--- src/rtl/flow_pkg.sv ---
package flow_pkg;
  typedef struct packed {
    logic gateLoad;   // update the transmit gate this cycle
    logic gateOpen;   // value loaded into the gate
    logic irqSet;     // raise the interrupt request
    logic irqClr;     // drop the interrupt request
  } flowStrobes_t;
endpackage

--- src/rtl/flow_dp.sv ---
module flow_dp #(
  parameter int CNT_W       = 6,
  parameter int SYNC_STAGES = 2
) (
  input  logic                  clk,
  input  logic                  rstN,
  input  logic                  ctsN,
  input  logic                  autoRtsEn,
  input  logic                  swRtsReq,
  input  logic [CNT_W-1:0]      rxCount,
  input  logic [CNT_W-1:0]      rxThresh,
  input  flow_pkg::flowStrobes_t strb,
  output logic                  ctsSync,
  output logic                  ctsRise,
  output logic                  rtsNxt,
  output logic                  rtsQ,
  output logic                  gateQ,
  output logic                  irqQ
);
  logic [SYNC_STAGES-1:0] syncChain;
  logic ctsPrev;

  generate
    for (genvar s = 0; s < SYNC_STAGES; s++) begin : g_sync
      if (s == 0) begin : g_first
        always_ff @(posedge clk or negedge rstN)
          if (!rstN) syncChain[0] <= 1'b0;
          else       syncChain[0] <= ctsN;
      end else begin : g_next
        always_ff @(posedge clk or negedge rstN)
          if (!rstN) syncChain[s] <= 1'b0;
          else       syncChain[s] <= syncChain[s-1];
      end
    end
  endgenerate

  assign ctsSync = syncChain[SYNC_STAGES-1];
  assign ctsRise = ctsSync & ~ctsPrev;
  assign rtsNxt  = autoRtsEn ? (rxCount >= rxThresh) : ~swRtsReq;

  always_ff @(posedge clk or negedge rstN) begin
    if (!rstN) begin
      ctsPrev <= 1'b0;
      rtsQ    <= 1'b1;
      gateQ   <= 1'b1;
      irqQ    <= 1'b0;
    end else begin
      ctsPrev <= ctsSync;
      rtsQ    <= rtsNxt;
      if (strb.gateLoad) gateQ <= strb.gateOpen;
      if (strb.irqSet)      irqQ <= 1'b1;
      else if (strb.irqClr) irqQ <= 1'b0;
    end
  end
endmodule

--- src/rtl/flow_ctrl.sv ---
module flow_ctrl (
  input  logic                   autoCtsEn,
  input  logic                   autoRtsEn,
  input  logic                   frameEnd,
  input  logic                   ctsIntEn,
  input  logic                   rtsIntEn,
  input  logic                   statusRead,
  input  logic                   ctsSync,
  input  logic                   ctsRise,
  input  logic                   rtsNxt,
  input  logic                   rtsQ,
  output flow_pkg::flowStrobes_t strb
);
  logic ctsEvent;
  logic rtsEvent;

  always_comb begin
    ctsEvent      = autoCtsEn & ctsIntEn & ctsRise;
    rtsEvent      = autoRtsEn & rtsIntEn & rtsNxt & ~rtsQ;
    strb.gateLoad = frameEnd | ~autoCtsEn;
    strb.gateOpen = ~autoCtsEn | ~ctsSync;
    strb.irqSet   = ctsEvent | rtsEvent;
    strb.irqClr   = statusRead;
  end
endmodule

--- src/rtl/flow_handshake_top.sv ---
module flow_handshake_top #(
  parameter int FIFO_DEPTH  = 32,
  parameter int SYNC_STAGES = 2,
  localparam int CNT_W      = $clog2(FIFO_DEPTH + 1)
) (
  input  logic             clk,
  input  logic             rstN,
  input  logic             autoCtsEn,
  input  logic             autoRtsEn,
  input  logic             swRtsReq,
  input  logic             ctsN,
  input  logic             frameEnd,
  input  logic [CNT_W-1:0] rxCount,
  input  logic [CNT_W-1:0] rxThresh,
  input  logic             ctsIntEn,
  input  logic             rtsIntEn,
  input  logic             statusRead,
  output logic             txEnable,
  output logic             rtsN,
  output logic             flowIrq
);
  flow_pkg::flowStrobes_t strb;
  logic ctsSync, ctsRise, rtsNxt, rtsQ, gateQ, irqQ;

  flow_ctrl ctrl_i (
    .autoCtsEn(autoCtsEn), .autoRtsEn(autoRtsEn), .frameEnd(frameEnd),
    .ctsIntEn(ctsIntEn), .rtsIntEn(rtsIntEn), .statusRead(statusRead),
    .ctsSync(ctsSync), .ctsRise(ctsRise), .rtsNxt(rtsNxt), .rtsQ(rtsQ),
    .strb(strb)
  );

  flow_dp #(.CNT_W(CNT_W), .SYNC_STAGES(SYNC_STAGES)) dp_i (
    .clk(clk), .rstN(rstN), .ctsN(ctsN), .autoRtsEn(autoRtsEn),
    .swRtsReq(swRtsReq), .rxCount(rxCount), .rxThresh(rxThresh),
    .strb(strb), .ctsSync(ctsSync), .ctsRise(ctsRise), .rtsNxt(rtsNxt),
    .rtsQ(rtsQ), .gateQ(gateQ), .irqQ(irqQ)
  );

  assign txEnable = gateQ;
  assign rtsN     = rtsQ;
  assign flowIrq  = irqQ;
endmodule

--- config.mk ---
export PLATFORM = sky130hd
export DESIGN_NAME = flow_handshake_top
export DESIGN_NICKNAME = d
export VERILOG_FILES = /design/src/rtl/flow_pkg.sv /design/src/rtl/flow_dp.sv /design/src/rtl/flow_ctrl.sv /design/src/rtl/flow_handshake_top.sv
export SDC_FILE = /design/constraint.sdc
export NUM_CORES = 1
export LEC_CHECK = 0
export ABC_AREA = 1
export BUFFER_PORTS_ARGS = -buffer_cell sky130_fd_sc_hd__buf_2
export CORE_AREA = 2 2 39 41
export CTS_CLUSTER_DIAMETER = 120
export DETAILED_ROUTE_END_ITERATION = 7
export DIE_AREA = 0 0 41 43
export SKIP_LAST_GASP = 1
export SLEW_MARGIN = 20
export SYNTH_ARGS = -nofsm -noshare
export SYNTH_HDL_FRONTEND = slang
export SYNTH_HIERARCHICAL = 1
export SYNTH_SLANG_ARGS = --single-unit
--- constraint.sdc ---
create_clock -name clk -period 1.2 [get_ports clk]
set_clock_uncertainty 0.15 [all_clocks]
set_input_delay 0.3 -clock clk [delete_from_list [all_inputs] [get_ports clk]]
set_output_delay 0.3 -clock clk [all_outputs]
set_load 0.02 [all_outputs]
==> results.sh <==
export IMPL_crit_top_cell="nand2_1"
export IMPL_cts_root_buf="clkbuf_4"
export IMPL_grt_pass1_vias=365
export IMPL_power_density_nw_per_um2=830
export IMPL_worst_pin_slew_ps=128
export IMPL_cp_start_kind="input pin"
export IMPL_antenna_found_initial=0
export IMPL_cap_viol_max_count=0
export IMPL_drc_errors=0
export IMPL_wirelength_um=795
export IMPL_rsz0062_at_grt="yes"
export IMPL_clk_insertion_delay_late_ps=230
export IMPL_hold_end="dp_i/syncChain[0]"
export IMPL_grtUsageMet1_pct=14.1
export IMPL_holdPathStages=1
export IMPL_pwr_share_clk_pct=28.3
export IMPL_synth_seq_cells=6
export IMPL_reg2reg_slack_ps=30
export IMPL_yosysTopAreaCell="dfrtp_1"
export IMPL_synth_distinct_cells=13
export IMPL_hold_violations=0
export IMPL_clk_pin_slew_worst_paths_ps=50
export IMPL_synthCells=52
export IMPL_switchingPower_uw=172
export IMPL_hp_class="input pin to flip-flop"
export IMPL_max_slew_margin_pct=91.5
export IMPL_clock_sinks=6
export IMPL_final_common_cell="buf_2"
export IMPL_r2r_end="dp_i/irqQ"
export IMPL_grt_use_met2_pct=20.0
export IMPL_grt_start_max_net_pins=7
export IMPL_r2r_cells=5
export IMPL_r2r_start="dp_i/rtsQ"
export IMPL_internal_power_uw=464
export IMPL_layoutNonFillerInstCount=98
export IMPL_die_w_um=41
export IMPL_swShare_pct=27.0
export IMPL_floorplan_initialDensity_pct=29.1
export IMPL_synthTopCellsByArea="dfrtp_1 (25%), ha_1 (19%), inv_1 (14%), dfstp_2 (13%), nand2_1 (12%)"
export IMPL_layout_common_cells="buf_2 (14), inv_1 (10), buf_6 (8)"
export IMPL_fin_crit_ps=1350
export IMPL_critPathKind="input pin to flip-flop"
export IMPL_clock_fmax_mhz=739
export IMPL_grt_use_total_pct=12.9
export IMPL_syn_avg_cell_area_um2=7.75
export IMPL_portBuffers=24
export IMPL_ir_drop_mv=0.356
export IMPL_crit_family="simple AND/OR/NAND/NOR gates"
export IMPL_muxShareOfSynthArea_pct=2.80
export IMPL_syn_num_nets=80
export IMPL_grt_overflow_total=0
export IMPL_nets=112
export IMPL_synthSimpleGateAreaFrac_pct=20.5
export IMPL_h_tree_depth=1
export IMPL_post_place_ws_ps=-506
export IMPL_synth_compound_area_share_pct=4.35
export IMPL_dieHeight_um=43
export IMPL_cts_tree="built"
export IMPL_fin_crit_sh_pct=113
export IMPL_clk_path_buf_depth=2
export IMPL_fin_util_pct=55.3
export IMPL_vias=407
export IMPL_dp_hpwl_um=668
export IMPL_pwr_share_comb_pct=35.2
export IMPL_dr_pass1_iters=4
export IMPL_post_drt_wl_per_cell_um=8.11
export IMPL_worstPathRequired_ps=1220
export IMPL_crit_chain="buf_2 -> ha_4 -> nand2_1 -> nor2_4 -> nand2_2 -> a21oi_2 -> inv_1 -> nor2_2 -> nand2_1 -> nand2_1 -> o21bai_1"
export IMPL_core_um2=1380
export IMPL_synthAdderAreaFrac_pct=18.6
export IMPL_busiest_layer="met2"
export IMPL_synth_top_family_by_area="simple AND/OR/NAND/NOR gates"
export IMPL_cp_end_kind="flip-flop"
export IMPL_io_pins=25
export IMPL_place_area_um2=613
export IMPL_status="finished, violations left"
export IMPL_rows=14
export IMPL_violations="negative setup slack"
export IMPL_dp_cells=93
export IMPL_drtIter0Drc=2
export IMPL_slew_viol_final=0
export IMPL_gr_usage_met3_pct=4.71
export IMPL_synth_warnings=6
export IMPL_vias_per_cell=4.15
export IMPL_netlist_area_um2=403
export IMPL_crit_slowest_cell="ha_4"
export IMPL_ys_seq_area_share_pct=37.9
export IMPL_arrival_ps=1370
export IMPL_syn2layout_area_growth_pct=90.1
export IMPL_setup_violations=4
export IMPL_die_area_um2=1760
export IMPL_seqPwrFrac_pct=36.5
export IMPL_p_leak_nw=0.397
export IMPL_critPathMaxFanout=2
export IMPL_final_area_um2=766
export IMPL_drive_gt1_share_pct=64.6
export IMPL_critPathMaxStageDelay_ps=260
export IMPL_diodes=0
export IMPL_timing_hold_ws_ps=22.0
export IMPL_critPathBufInv=2
export IMPL_grt_pass1_wl_mm=1.47
export IMPL_power_total_uw=636
export IMPL_fin_ws_ps=-154
export IMPL_tns_ps=-416
export IMPL_ant_nets=0
export IMPL_cts_buffers=3
export IMPL_synth_xor_area_share_pct=0
export IMPL_min_from="ctsN"
export IMPL_gp_congestion=0.618
export IMPL_synth_top_area_share_pct=24.8
what timing repair did:
item                                    CTS  global route
endpoints found under the setup margin    4             5
hold endpoints to repair                  6             0
pin swaps                                 7            16
gates resized for setup                  14            15
buffers inserted                          3             0
hold buffers                              1             0
sequential cells by signal, summed over array words and instances, names as in the netlist:
name / count
dp_i/syncChain: 1
dp_i/irqQ: 1
dp_i/rtsQ: 1
dp_i/ctsPrev: 1
dp_i/gateQ: 1
dp_i/ctsSync: 1
synth_stat cells:
cell type,instances
a21oi_1,2
dfstp_2,2
nor2_1,4
buf_4,1
nand2_1,13
nand3_1,1
inv_1,15
o21bai_1,1
nand3b_1,1
nor2_2,1
mux2_2,1
dfrtp_1,4
ha_1,6
kinds of logic after synthesis:
group	Yosys count
muxes	1
DFF	6
adders and majority gates	6
and+or+nand+nor	20
AOI/OAI and AO/OA	3
buffers and inverters	16
how the worst max path moves through the flow:
stage | start | endpoint | cells past startpoint
after floorplan | rxThresh[3] | dp_i/irqQ | 11
after global placement | rxThresh[3] | dp_i/irqQ | 12
after detailed placement | rxThresh[3] | dp_i/irqQ | 12
after CTS | rxCount[0] | dp_i/irqQ | 14
after global routing | rxThresh[3] | dp_i/irqQ | 12
final | rxCount[3] | dp_i/irqQ | 11
layer usage:
| metal | vias to the layer above | share of wire (%) | routed length [µm] |
|---|---|---|---|
| met5 | - | 0 | 0 |
| met4 | 0 | 1.9 | 15 |
| met3 | 2 | 5.5 | 44 |
| met2 | 14 | 56 | 447 |
| met1 | 179 | 36 | 288 |
| li1 | 212 | - | - |
layout make-up:
type                       count  area (µm²)
clock buffer                   3        22.5
fill                         137         618
inverter                      15        73.8
multi-input combinational     30         274
sequential                     6         153
tap                           16        20.0
timing repair buffer          28         223
power by group through the flow:
stage | clock [mW] | sequential [mW] | combinational, mW
after floorplan | 0 | 0.246 | 0.0761
after global routing | 0.200 | 0.234 | 0.253
after CTS | 0.186 | 0.232 | 0.205
after detailed placement | 0 | 0.233 | 0.161
final | 0.180 | 0.232 | 0.224
after global placement | 0 | 0.232 | 0.156
Power figures use the tool's default switching activity.
